--- config.mk ---
export PLATFORM = sky130hd
export DESIGN_NAME = lcd_pwr_seq
export DESIGN_NICKNAME = d
export VERILOG_FILES = /design/src/rtl/lcdpwr_pkg.sv /design/src/rtl/lcdpwr_sync.sv /design/src/rtl/lcdpwr_dwell.sv /design/src/rtl/lcd_pwr_seq.sv
export SDC_FILE = /design/constraint.sdc
export NUM_CORES = 1
export LEC_CHECK = 0
export BUFFER_PORTS_ARGS = -buffer_cell sky130_fd_sc_hd__buf_2
export CORE_MARGIN = 2
export CORE_UTILIZATION = 50
export CTS_CLUSTER_SIZE = 25
export DETAILED_ROUTE_END_ITERATION = 10
export PLACE_DENSITY = 0.77
export SLEW_MARGIN = 25
export SYNTH_ARGS = -nofsm -noshare
export SYNTH_HDL_FRONTEND = slang
export SYNTH_SLANG_ARGS = --single-unit
--- constraint.sdc ---
create_clock -name clk -period 2.6 [get_ports clk]
set_input_delay 0.52 -clock clk [delete_from_list [all_inputs] [get_ports clk]]
set_output_delay 0.52 -clock clk [all_outputs]
set_load 0.005 [all_outputs]
--- src/rtl/lcdpwr_pkg.sv ---
package lcdpwr_pkg;

  typedef enum logic [2:0] {
    PS_OFF,
    PS_VCC_ON,
    PS_SIGNALS_ON,
    PS_WAIT_VSYNC_HIGH,
    PS_DISPLAY_ON,
    PS_DISP_OFF,
    PS_SHUTDOWN
  } pwr_state_e;

  typedef struct packed {
    logic vcc;
    logic avdd;
    logic sig;
    logic disp;
  } rail_set_t;

  // Delay in clock cycles for a time in microseconds at a given clock rate.
  function automatic int unsigned us_to_cycles(longint unsigned hz, longint unsigned us);
    return 32'((hz * us) / 64'd1_000_000);
  endfunction

  // Which enables are on in each state.
  function automatic rail_set_t rails_for(pwr_state_e s);
    rail_set_t r;
    r = '0;
    case (s)
      PS_VCC_ON, PS_SHUTDOWN:                       r.vcc = 1'b1;
      PS_SIGNALS_ON, PS_WAIT_VSYNC_HIGH, PS_DISP_OFF: begin
        r.vcc  = 1'b1;
        r.avdd = 1'b1;
        r.sig  = 1'b1;
      end
      PS_DISPLAY_ON:                                r = '1;
      default:                                      r = '0;
    endcase
    return r;
  endfunction

endpackage

--- src/rtl/lcdpwr_sync.sv ---
module lcdpwr_sync #(
  parameter int unsigned STAGES = 2
) (
  input  logic clk,
  input  logic rst,
  input  logic d,
  output logic q
);

  logic [STAGES-1:0] chain;

  always_ff @(posedge clk) begin
    if (rst) chain <= '0;
    else     chain <= {chain[STAGES-2:0], d};
  end

  assign q = chain[STAGES-1];

endmodule

--- src/rtl/lcdpwr_dwell.sv ---
module lcdpwr_dwell #(
  parameter int unsigned W = 8
) (
  input  logic         clk,
  input  logic         rst,
  input  logic         clear,
  input  logic [W-1:0] limit,
  output logic         expired
);

  logic [W-1:0] cnt;

  assign expired = (cnt == limit - W'(1));

  always_ff @(posedge clk) begin
    if (rst || clear)  cnt <= '0;
    else if (!expired) cnt <= cnt + W'(1);
  end

  // the dwell count never runs past the limit it is timing.
  a_r3_dwell_in_range: assert property (@(posedge clk) disable iff (rst)
    cnt < limit);

endmodule

--- src/rtl/lcd_pwr_seq.sv ---
module lcd_pwr_seq import lcdpwr_pkg::*; #(
  parameter int unsigned CLK_HZ        = 9_000_000,
  parameter int unsigned SIG_DELAY_US  = 50_000,
  parameter int unsigned DISP_DELAY_US = 500,
  parameter int unsigned SIG_CYC       = us_to_cycles(CLK_HZ, SIG_DELAY_US),
  parameter int unsigned DISP_CYC      = us_to_cycles(CLK_HZ, DISP_DELAY_US),
  parameter int unsigned SYNC_STAGES   = 2
) (
  input  logic clk,
  input  logic rst,
  input  logic pwr_req,
  input  logic vsync_in,
  input  logic off_ack,
  output logic vcc_en,
  output logic avdd_en,
  output logic sig_en,
  output logic disp,
  output logic ready
);

  localparam int unsigned MAX_CYC = (SIG_CYC > DISP_CYC) ? SIG_CYC : DISP_CYC;
  localparam int unsigned CW      = $clog2(MAX_CYC + 1);

  pwr_state_e  state, state_nx;
  rail_set_t   rails_q, rails_nx;
  logic        vs_sync;
  logic        dwell_clear;
  logic        dwell_done;
  logic [CW-1:0] dwell_limit;
  logic        ack_event;
  logic        abort_event;

  lcdpwr_sync #(.STAGES(SYNC_STAGES)) u_vs_sync (
    .clk (clk),
    .rst (rst),
    .d   (vsync_in),
    .q   (vs_sync)
  );

  assign dwell_clear = (state_nx != state);
  assign dwell_limit = (state == PS_VCC_ON) ? CW'(SIG_CYC) : CW'(DISP_CYC);

  lcdpwr_dwell #(.W(CW)) u_dwell (
    .clk     (clk),
    .rst     (rst),
    .clear   (dwell_clear),
    .limit   (dwell_limit),
    .expired (dwell_done)
  );

  assign ack_event   = (state == PS_DISP_OFF) && off_ack;
  assign abort_event = !pwr_req &&
                       (state inside {PS_VCC_ON, PS_SIGNALS_ON, PS_WAIT_VSYNC_HIGH});

  always_comb begin
    state_nx = state;
    case (state)
      PS_OFF:             if (pwr_req)     state_nx = PS_VCC_ON;
      PS_VCC_ON:          if (!pwr_req)    state_nx = PS_SHUTDOWN;
                          else if (dwell_done) state_nx = PS_SIGNALS_ON;
      PS_SIGNALS_ON:      if (!pwr_req)    state_nx = PS_DISP_OFF;
                          else if (dwell_done) state_nx = PS_WAIT_VSYNC_HIGH;
      PS_WAIT_VSYNC_HIGH: if (!pwr_req)    state_nx = PS_DISP_OFF;
                          else if (vs_sync) state_nx = PS_DISPLAY_ON;
      PS_DISPLAY_ON:      if (!pwr_req)    state_nx = PS_DISP_OFF;
      PS_DISP_OFF:        if (off_ack)     state_nx = PS_SHUTDOWN;
      PS_SHUTDOWN:                         state_nx = PS_OFF;
      default:                             state_nx = PS_OFF;
    endcase
  end

  assign rails_nx = rails_for(state_nx);

  always_ff @(posedge clk) begin
    if (rst) begin
      state   <= PS_OFF;
      rails_q <= '0;
      ready   <= 1'b0;
    end else begin
      state   <= state_nx;
      rails_q <= rails_nx;
      ready   <= (state_nx == PS_DISPLAY_ON);
    end
  end

  assign vcc_en  = rails_q.vcc;
  assign avdd_en = rails_q.avdd;
  assign sig_en  = rails_q.sig;
  assign disp    = rails_q.disp;

  // analog supply only with logic supply present
  a_r3_avdd_after_vcc: assert property (@(posedge clk) disable iff (rst)
    avdd_en |-> vcc_en);

  // video drivers start only after the logic supply was already up
  a_r3_sig_after_vcc: assert property (@(posedge clk) disable iff (rst)
    $rose(sig_en) |-> $past(vcc_en));

  // display-on rises only while synchronized vsync was high
  a_r5_disp_rise_gated: assert property (@(posedge clk) disable iff (rst)
    $rose(disp) |-> $past(vs_sync));

  // ready tracks the fully-on condition
  a_r6_ready_is_disp: assert property (@(posedge clk) disable iff (rst)
    ready == disp);

  // display-on is never high without every supply and the video
  a_r7_disp_needs_all: assert property (@(posedge clk) disable iff (rst)
    disp |-> (sig_en && avdd_en && vcc_en));

  // acknowledge removes video and analog supply, logic supply remains
  a_r8_ack_drops_video: assert property (@(posedge clk) disable iff (rst)
    ack_event |=> (!sig_en && !avdd_en && vcc_en));

  // an abort never leaves display-on high
  a_r9_abort_no_disp: assert property (@(posedge clk) disable iff (rst)
    abort_event |=> !disp);

endmodule

==> out/metrics.yaml, run 1 <==
clocking:
  cts_inserted_buffers: 3
  hold_buffers: 0
  insertion_delay_ps: 330
  htree_levels: 1
  cts_root_buf: "clkbuf_4"
  cts_max_path_buffers: 2
  post_cts_buffers: 0
  clk_pin_slew_ps: 150
  postCtsResizedCells: 0
  cts.sinks: 27
  cts_tree: "yes"
critical_path:
  path_cells: "or4b_4 -> nor4b_4 -> o21ai_4 -> a31oi_4 -> nor3_1"
  critPathTopFamily: "simple AND/OR/NAND/NOR gates"
  max_stage_delay_ps: 590
  path_max_fanout: 19
  critPathLaunchType: "register"
  rrSetupSlack_ps: 340
  r2r_start: "u_dwell.cnt[13]"
  startpoint: "u_dwell.cnt[13]"
  worst-path-buf-inv: 0
  required_ps: 2800
  end_kind: "register"
  arrival_ps: 2450
  cp_slowest_cell: "a31oi_4"
  criticalPathCategory: "reg2reg"
die:
  rows: 20
  die_y_um: 60.5
  die_width_um: 60.5
  die_area_mm2: 0.00366
  core_mm2: 0.00305
  ios: 10
  start_util_pct: 52.3
pwr:
  p_int_mw: 0.561
  pwr-share-clk_pct: 22.4
  swShare_pct: 31.5
  seqPwrFrac_pct: 53.9
  p_leak_nw: 0.562
  p_sw_mw: 0.258
  power.share.combinational_pct: 23.7
  power_density_mw_per_mm2: 481
  ir_drop_mv: 0.288
timing:
  drv_slew: 0
  rsz0062_at_grt: "false"
  hold_slack_ps: 402
  max_slew_margin_pct: 53.3
  worst_slew_pin_slew_ps: 700
  skew_ps: 8.79
  hold_violations: 0
  period_needed_ps: 2260
  fin_setup_tns_ps: 0
  max_freq_mhz: 443
  min_period_over_period_pct: 86.8
  setup_violations: 0
global_route:
  grt-ovfl-total: 0
  grt_max_degree: 20
  antenna_found_initial: 0
  grt_pass1_wl_um: 5310
  grt_pass1_vias: 1179
  grtUsageTotal_pct: 19.0
synthesis:
  synth_cell_types: 52
  synthCells: 172
  synthesis.nets: 178
  synth_top_area_share_pct: 33.8
  async_reset_ff_share_pct: 0
  avgSynthCellArea_um2: 9.29
  ys_seq_elements: 27
  synth_ff_type: "dfxtp_1"
  ys_top_cells_by_area: "dfxtp_1 (34%), nor3_2 (6.3%), xor2_1 (4.9%)"
  ys_warn_count: 0
  seq_area_frac_synth_pct: 33.8
  syn_area_mm2: 0.00160
  yosys.area.top_type: "dfxtp_1"
  synth_edf_count: 0
final_layout:
  nets: 188
  drive_gt1_share_pct: 21.5
  final_cells: 225
  syn_to_final_growth_pct: 6.50
  antenna_cells: 0
worst_hold_path:
  min_path_type: "in2reg"
  hp-start: "vsync_in"
route:
  wl_um: 3140
  route.met2.wl_um: 1600
  viasPerCell: 5.84
  route.met3.wl_um: 88
  top_layer: "met4"
  ant_nets: 0
  first_pass_iters: 5
  wl_met1_um: 1410
  drc: 0
  wl_per_cell_um: 14.0
  drtIter0Drc: 83
  vias: 1313
placement:
  gp_congestion: 0.868
  hpwl_um: 2300
  dp_cells: 221
  portBuffers: 9
job:
  drv_cap: 0
run_status:
  status: "completed"
==> kinds of logic after synthesis <==
kind of cell,after synthesis,synth area share (%)
multiplexers,4,2.90
AND/OR/NAND/NOR,75,31.7
AO/OA/AOI/OAI,35,17.3
flip-flops,27,33.8
buffers and inverters,15,5.25
XOR/XNOR,15,8.22
adder cells (fa/ha/maj),1,0.783
==> flip-flops by register name, summed over array words and instances, names as in the netlist <==
| register | cells |
|---|---|
| u_dwell.cnt | 19 |
| state | 3 |
| u_vs_sync.chain | 2 |
| avdd_en | 1 |
| ready | 1 |
| vcc_en | 1 |
==> synth_stat cells, types with 3 or more instances <==
| master | n |
|---|---|
| a211oi_1 | 5 |
| a21oi_1 | 6 |
| and2_1 | 3 |
| and3_1 | 3 |
| and4_1 | 3 |
| clkbuf_1 | 4 |
| dfxtp_1 | 27 |
| inv_1 | 6 |
| nand2_1 | 10 |
| nand3_1 | 5 |
| nand4_1 | 6 |
| nor2_1 | 8 |
| nor2b_1 | 4 |
| nor3_1 | 10 |
| nor3_2 | 10 |
| o21ai_0 | 5 |
| or3_1 | 3 |
| xnor2_1 | 6 |
| xor2_1 | 9 |
==> power groups by stage <==
stage          registers [mW]  clock network [mW]  logic [mW]
6_report                0.442               0.183       0.194
5_1_grt                 0.444               0.211       0.213
4_1_cts                 0.441               0.190       0.194
3_5_place_dp            0.450                   0       0.193
3_3_place_gp            0.449                   0       0.184
2_1_floorplan           0.452                   0       0.151
==> routing by layer <==
layer,GRT usage [%],up-vias
met5,0,-
li1,-,653
met1,24.7,627
met3,3.84,4
met4,8.07,0
met2,30.9,29
==> stage by stage <==
step           cell area, µm²  power (mW)  util (%)  setup slack [ps]
2_1_floorplan            1600       0.603         -               672
3_3_place_gp             1670       0.634      54.8               384
3_5_place_dp             1670       0.644      54.8               233
4_1_cts                  1700       0.826      55.7               338
5_1_grt                  1700       0.868      55.7               226
6_report                 1700       0.819      55.7               344
==> worst paths after layout <==
check | end | cells after the start
hold reg to reg | u_vs_sync.chain[1] | 1
setup / recovery | u_dwell.cnt[7] | 5
hold / removal | u_vs_sync.chain[0] | 2
setup reg to reg | u_dwell.cnt[7] | 5
==> cell type report <==
class / count / area, µm²
Timing Repair Buffer: 14 / 82.6
Sequential cell: 27 / 541
Multi-Input combinational cell: 130 / 973
Clock buffer: 3 / 22.5
Inverter: 6 / 22.5
Clock inverter: 1 / 5.00
Tap cell: 44 / 55.1
Fill cell: 287 / 1350
==> placed cells by master, fill, tap and decap left out, drive strengths merged, types with 2 or more instances in the layout <==
| master | synthesis | final |
|---|---|---|
| a211oi | 5 | 5 |
| a21oi | 6 | 6 |
| a31oi | 4 | 4 |
| and2 | 3 | 3 |
| and3 | 3 | 3 |
| and4 | 4 | 4 |
| buf | 5 | 14 |
| clkbuf | 4 | 3 |
| dfxtp | 27 | 27 |
| inv | 6 | 6 |
| mux2 | 2 | 2 |
| mux2i | 2 | 2 |
| nand2 | 10 | 10 |
| nand3 | 5 | 5 |
| nand4 | 6 | 6 |
| nor2 | 8 | 8 |
| nor2b | 4 | 4 |
| nor3 | 20 | 20 |
| nor4 | 2 | 2 |
| nor4b | 2 | 2 |
| o21a | 2 | 2 |
| o21ai | 6 | 6 |
| o22ai | 2 | 2 |
| or3 | 3 | 3 |
| xnor2 | 6 | 6 |
| xor2 | 9 | 9 |
Note: power is estimated with default switching activity, not from simulation.
==> inputs of run 2 (changes only) <==
clock period = 2.83 ns   (was 2.6 ns; I/O delays follow)
==> run 2 against run 1 <==
Effect of this change:
- clock power is 9% lower
- die area unchanged
- setup slack gained 190 ps
- non-clock buffer count is 3 lower
- design area is 1.4% lower
- total power decreased by 9.7%
- via count decreased by 2.0%
- sequential share of layout area rose by 0.45 points
- register-to-register slack better by 190 ps
- critical endpoint is now u_dwell.cnt[6]
==> out/metrics.yaml, run 2 (same netlist as run 1, synthesis figures left out) <==
run_status:
  status: "completed"
critical_path:
  path_cells: "or3b_4 -> nor4_4 -> o21ai_4 -> a31oi_4 -> buf_4 -> nor3_1"
  required_ps: 3050
  critPathLaunchType: "register"
  cp_slowest_cell: "dfxtp_1"
  rrSetupSlack_ps: 530
  path_max_fanout: 19
  end_kind: "register"
  max_stage_delay_ps: 630
  criticalPathCategory: "reg2reg"
  arrival_ps: 2520
placement:
  dp_cells: 218
  pre_cts_ws_ps: 539
  portBuffers: 9
  placed_area_mm2: 0.00165
  gp_congestion: 0.803
  hpwl_um: 2190
global_route:
  grt_pass1_wl_um: 5360
  grtUsageTotal_pct: 19.0
  grt-ovfl-total: 0
  grt_pass1_vias: 1223
  grt_max_degree: 20
  antenna_found_initial: 0
clocking:
  cts_root_buf: "clkbuf_4"
  cts.sinks: 27
  post_cts_buffers: 0
  cts_max_path_buffers: 2
  insertion_delay_ps: 320
  hold_buffers: 0
  cts_tree: "yes"
  cts_inserted_buffers: 3
  clk_pin_slew_ps: 140
  postCtsResizedCells: 0
  htree_levels: 1
pwr:
  p_total_mw: 0.740
  p_leak_nw: 0.544
  power_density_mw_per_mm2: 441
  ir_drop_mv: 0.266
route:
  drc: 0
  first_pass_iters: 4
  wl_per_cell_um: 13.8
  ant_nets: 0
  viasPerCell: 5.80
  vias: 1287
  drtIter0Drc: 67
  wl_um: 3070
timing:
  worst_slew_pin_slew_ps: 525
  period_needed_ps: 2300
  drv_slew: 0
  hold_violations: 0
  max_freq_mhz: 435
  rsz0062_at_grt: "false"
  fin_setup_tns_ps: 0
  min_period_over_period_pct: 81.2
  layout_setup_ws_ps: 531
  setup_violations: 0
  hold_slack_ps: 452
  max_slew_margin_pct: 64.9
  skew_ps: 4.94
die:
  start_util_pct: 52.3
  rows: 20
  die_area_mm2: 0.00366
  ios: 10
  die_width_um: 60.5
  core_mm2: 0.00305
  die_y_um: 60.5
final_layout:
  reg.largest.list: "u_dwell.cnt: 19 flops, state: 3 flops, u_vs_sync.chain: 2 flops"
  syn_to_final_growth_pct: 5.01
  nets: 185
  fin_util_pct: 55.0
  largest_reg_flops: 19
  multi_input_area_um2: 973
  drive_gt1_share_pct: 19.7
  final_cells: 222
  final_common_cell: "dfxtp_1"
  n_fill_cell: 301
  layout_common_cells: "dfxtp_1 (27), nand2_1 (10), nor3_1 (10), nor3_2 (10)"
  largest_register: "u_dwell.cnt"
  ff_latch_area_um2: 541
  antenna_cells: 0
  fin_area_mm2: 0.00168
worst_hold_path:
  min_path_type: "in2reg"
job:
  drv_cap: 0
[run 2: cell types whose count changed in the layout (fill, tap and decap cells not counted)]
cell	delta
buf_4	-3
clkbuf_1	+1
clkinv_2	-1
[run 2: power breakdown]
group / internal [mW] / total (mW) / switching, mW
Sequential: 0.395 / 0.419 / 0.0238
Combinational: 0.0618 / 0.155 / 0.0932
Clock: 0.0552 / 0.166 / 0.111
Total: 0.512 / 0.740 / 0.228
[run 2: final timing paths]
check / end / startpoint / cells past startpoint
worst max-delay path: u_dwell.cnt[6] / state[0] / 6
worst min-delay path: u_vs_sync.chain[0] / vsync_in / 2
worst max register to register: u_dwell.cnt[6] / state[0] / 6
worst min register to register: u_vs_sync.chain[1] / u_vs_sync.chain[0] / 1
[run 2: layer usage]
layer	GRT usage (%)	routed length, µm	part of all wire [%]	up-vias
met1	24.1	1380	45	616
met5	0	0	0	-
met3	3.20	69	2.2	4
li1	-	-	-	648
met4	4.66	27	0.88	0
met2	33.7	1590	52	19
[run 2: final cells by class]
| class | instances | share of cell area (%) |
|---|---|---|
| Timing Repair Buffer | 11 | 3.58 |
| Sequential cell | 27 | 32.2 |
| Inverter | 6 | 1.34 |
| Tap cell | 44 | 3.28 |
| Multi-Input combinational cell | 130 | 58.0 |
| Clock buffer | 4 | 1.57 |
[run 2: critical path: cells and delay by family (launching register included)]
kind	cells	cell delay, ps
and+or+nand+nor	3	930
DFF	1	630
AOI/OAI and AO/OA	2	340
buffers and inverters	1	290
==> inputs of run 3 (changes only) <==
clock period = 2.4 ns   (was 2.83 ns; I/O delays follow)
==> run 3 against run 2 <==
Effect of this change:
- global-route usage increased by 0.18 points
- design area increased by 2.2%
- via count increased by 0.31%
- sequential share of layout area decreased by 0.70 points
- non-clock buffer count increased by 5
- utilization increased by 1.2 points
- maximum frequency increased by 8.9%
- first-iteration DRC count decreased by 64%
- critical path depth decreased by 1
- total power increased by 20%
- worst hold slack got worse by 74 ps
- highest routed layer unchanged
==> out/metrics.yaml, run 3 (same netlist as run 1, synthesis figures left out) <==
run_status:
  status: "completed"
route:
  ant_nets: 0
  first_pass_iters: 4
  wl_per_cell_um: 14.0
  vias: 1291
  wl_um: 3170
  drtIter0Drc: 24
  drc: 0
  viasPerCell: 5.69
timing:
  setup_violations: 0
  drv_slew: 0
  worst_slew_pin_slew_ps: 500
  max_freq_mhz: 474
  fin_setup_tns_ps: 0
  layout_setup_ws_ps: 290
  min_period_over_period_pct: 87.9
  rsz0062_at_grt: "false"
  period_needed_ps: 2110
  max_slew_margin_pct: 65.8
  hold_violations: 0
  skew_ps: 4.60
clocking:
  cts_tree: "yes"
  post_cts_buffers: 0
  postCtsResizedCells: 0
  hold_buffers: 0
  htree_levels: 1
  insertion_delay_ps: 320
  cts.sinks: 27
  cts_root_buf: "clkbuf_4"
  cts_max_path_buffers: 2
  clk_pin_slew_ps: 140
  cts_inserted_buffers: 3
final_layout:
  largest_reg_flops: 19
  multi_input_area_um2: 973
  largest_register: "u_dwell.cnt"
  final_common_cell: "dfxtp_1"
  layout_common_cells: "dfxtp_1 (27), nand2_1 (10), nor3_1 (10), nor3_2 (10)"
  ff_latch_area_um2: 541
  antenna_cells: 0
  nets: 190
  reg.largest.list: "u_dwell.cnt: 19 flops, state: 3 flops, u_vs_sync.chain: 2 flops"
  syn_to_final_growth_pct: 7.36
  drive_gt1_share_pct: 21.9
  n_fill_cell: 291
critical_path:
  criticalPathCategory: "reg2reg"
  end_kind: "register"
  critPathLaunchType: "register"
  required_ps: 2630
  arrival_ps: 2340
  path_max_fanout: 16
die:
  core_mm2: 0.00305
  die_width_um: 60.5
  ios: 10
  start_util_pct: 52.3
  die_y_um: 60.5
  die_area_mm2: 0.00366
  rows: 20
job:
  drv_cap: 0
global_route:
  grt_pass1_wl_um: 5400
  grt-ovfl-total: 0
  grt_max_degree: 17
  antenna_found_initial: 0
  grtUsageTotal_pct: 19.2
  grt_pass1_vias: 1215
placement:
  pre_cts_ws_ps: 320
  gp_congestion: 0.864
  hpwl_um: 2390
  portBuffers: 9
worst_hold_path:
  min_path_type: "in2reg"
pwr:
  p_leak_nw: 0.568
  ir_drop_mv: 0.266
  power_density_mw_per_mm2: 519
## run 3: final cells by class
cell class,instances,area share (%)
timing repair buffer,16,5.69
inverter,6,1.31
tap,44,3.21
sequential,27,31.5
multi-input combinational,130,56.7
clock buffer,4,1.53
## run 3: stage by stage
stage | std cells | cell area [µm²] | power (mW) | hold WS [ps] | utilization, %
2_1_floorplan | 172 | 1600 | 0.653 | 414 | -
3_3_place_gp | 223 | 1690 | 0.697 | 426 | 55.3
3_5_place_dp | 223 | 1690 | 0.703 | 439 | 55.3
4_1_cts | 227 | 1720 | 0.893 | 375 | 56.2
5_1_grt | 227 | 1720 | 0.930 | 389 | 56.2
6_report | 227 | 1720 | 0.890 | 378 | 56.2
## run 3: worst max-delay path: stages (launching register included)
cell,delay [ps]
dfxtp_1,480
or3b_4,470
nor4_4,360
o21ai_4,160
o21a_1,250
mux2_4,300
## run 3: path summary, 6_finish.rpt
check / startpoint / endpoint / slack [ps] / cells past startpoint
max: state[1] / avdd_en / 290 / 5
min: vsync_in / u_vs_sync.chain[0] / 380 / 2
max reg2reg: state[1] / avdd_en / 290 / 5
min reg2reg: u_vs_sync.chain[0] / u_vs_sync.chain[1] / 460 / 1
## run 3: power by group
part / total (mW) / leakage [nW] / internal [mW] / switching (mW)
Sequential: 0.482 / 0.219 / 0.466 / 0.0167
Clock: 0.195 / 0.0150 / 0.0650 / 0.130
Combinational: 0.212 / 0.334 / 0.0871 / 0.125
Total: 0.890 / 0.568 / 0.618 / 0.272
## run 3: routing by layer
layer	global-route usage, %	routed length (µm)
met1	25.0	1460
met2	32.3	1600
met3	2.35	74
met4	7.76	27
met5	0	0
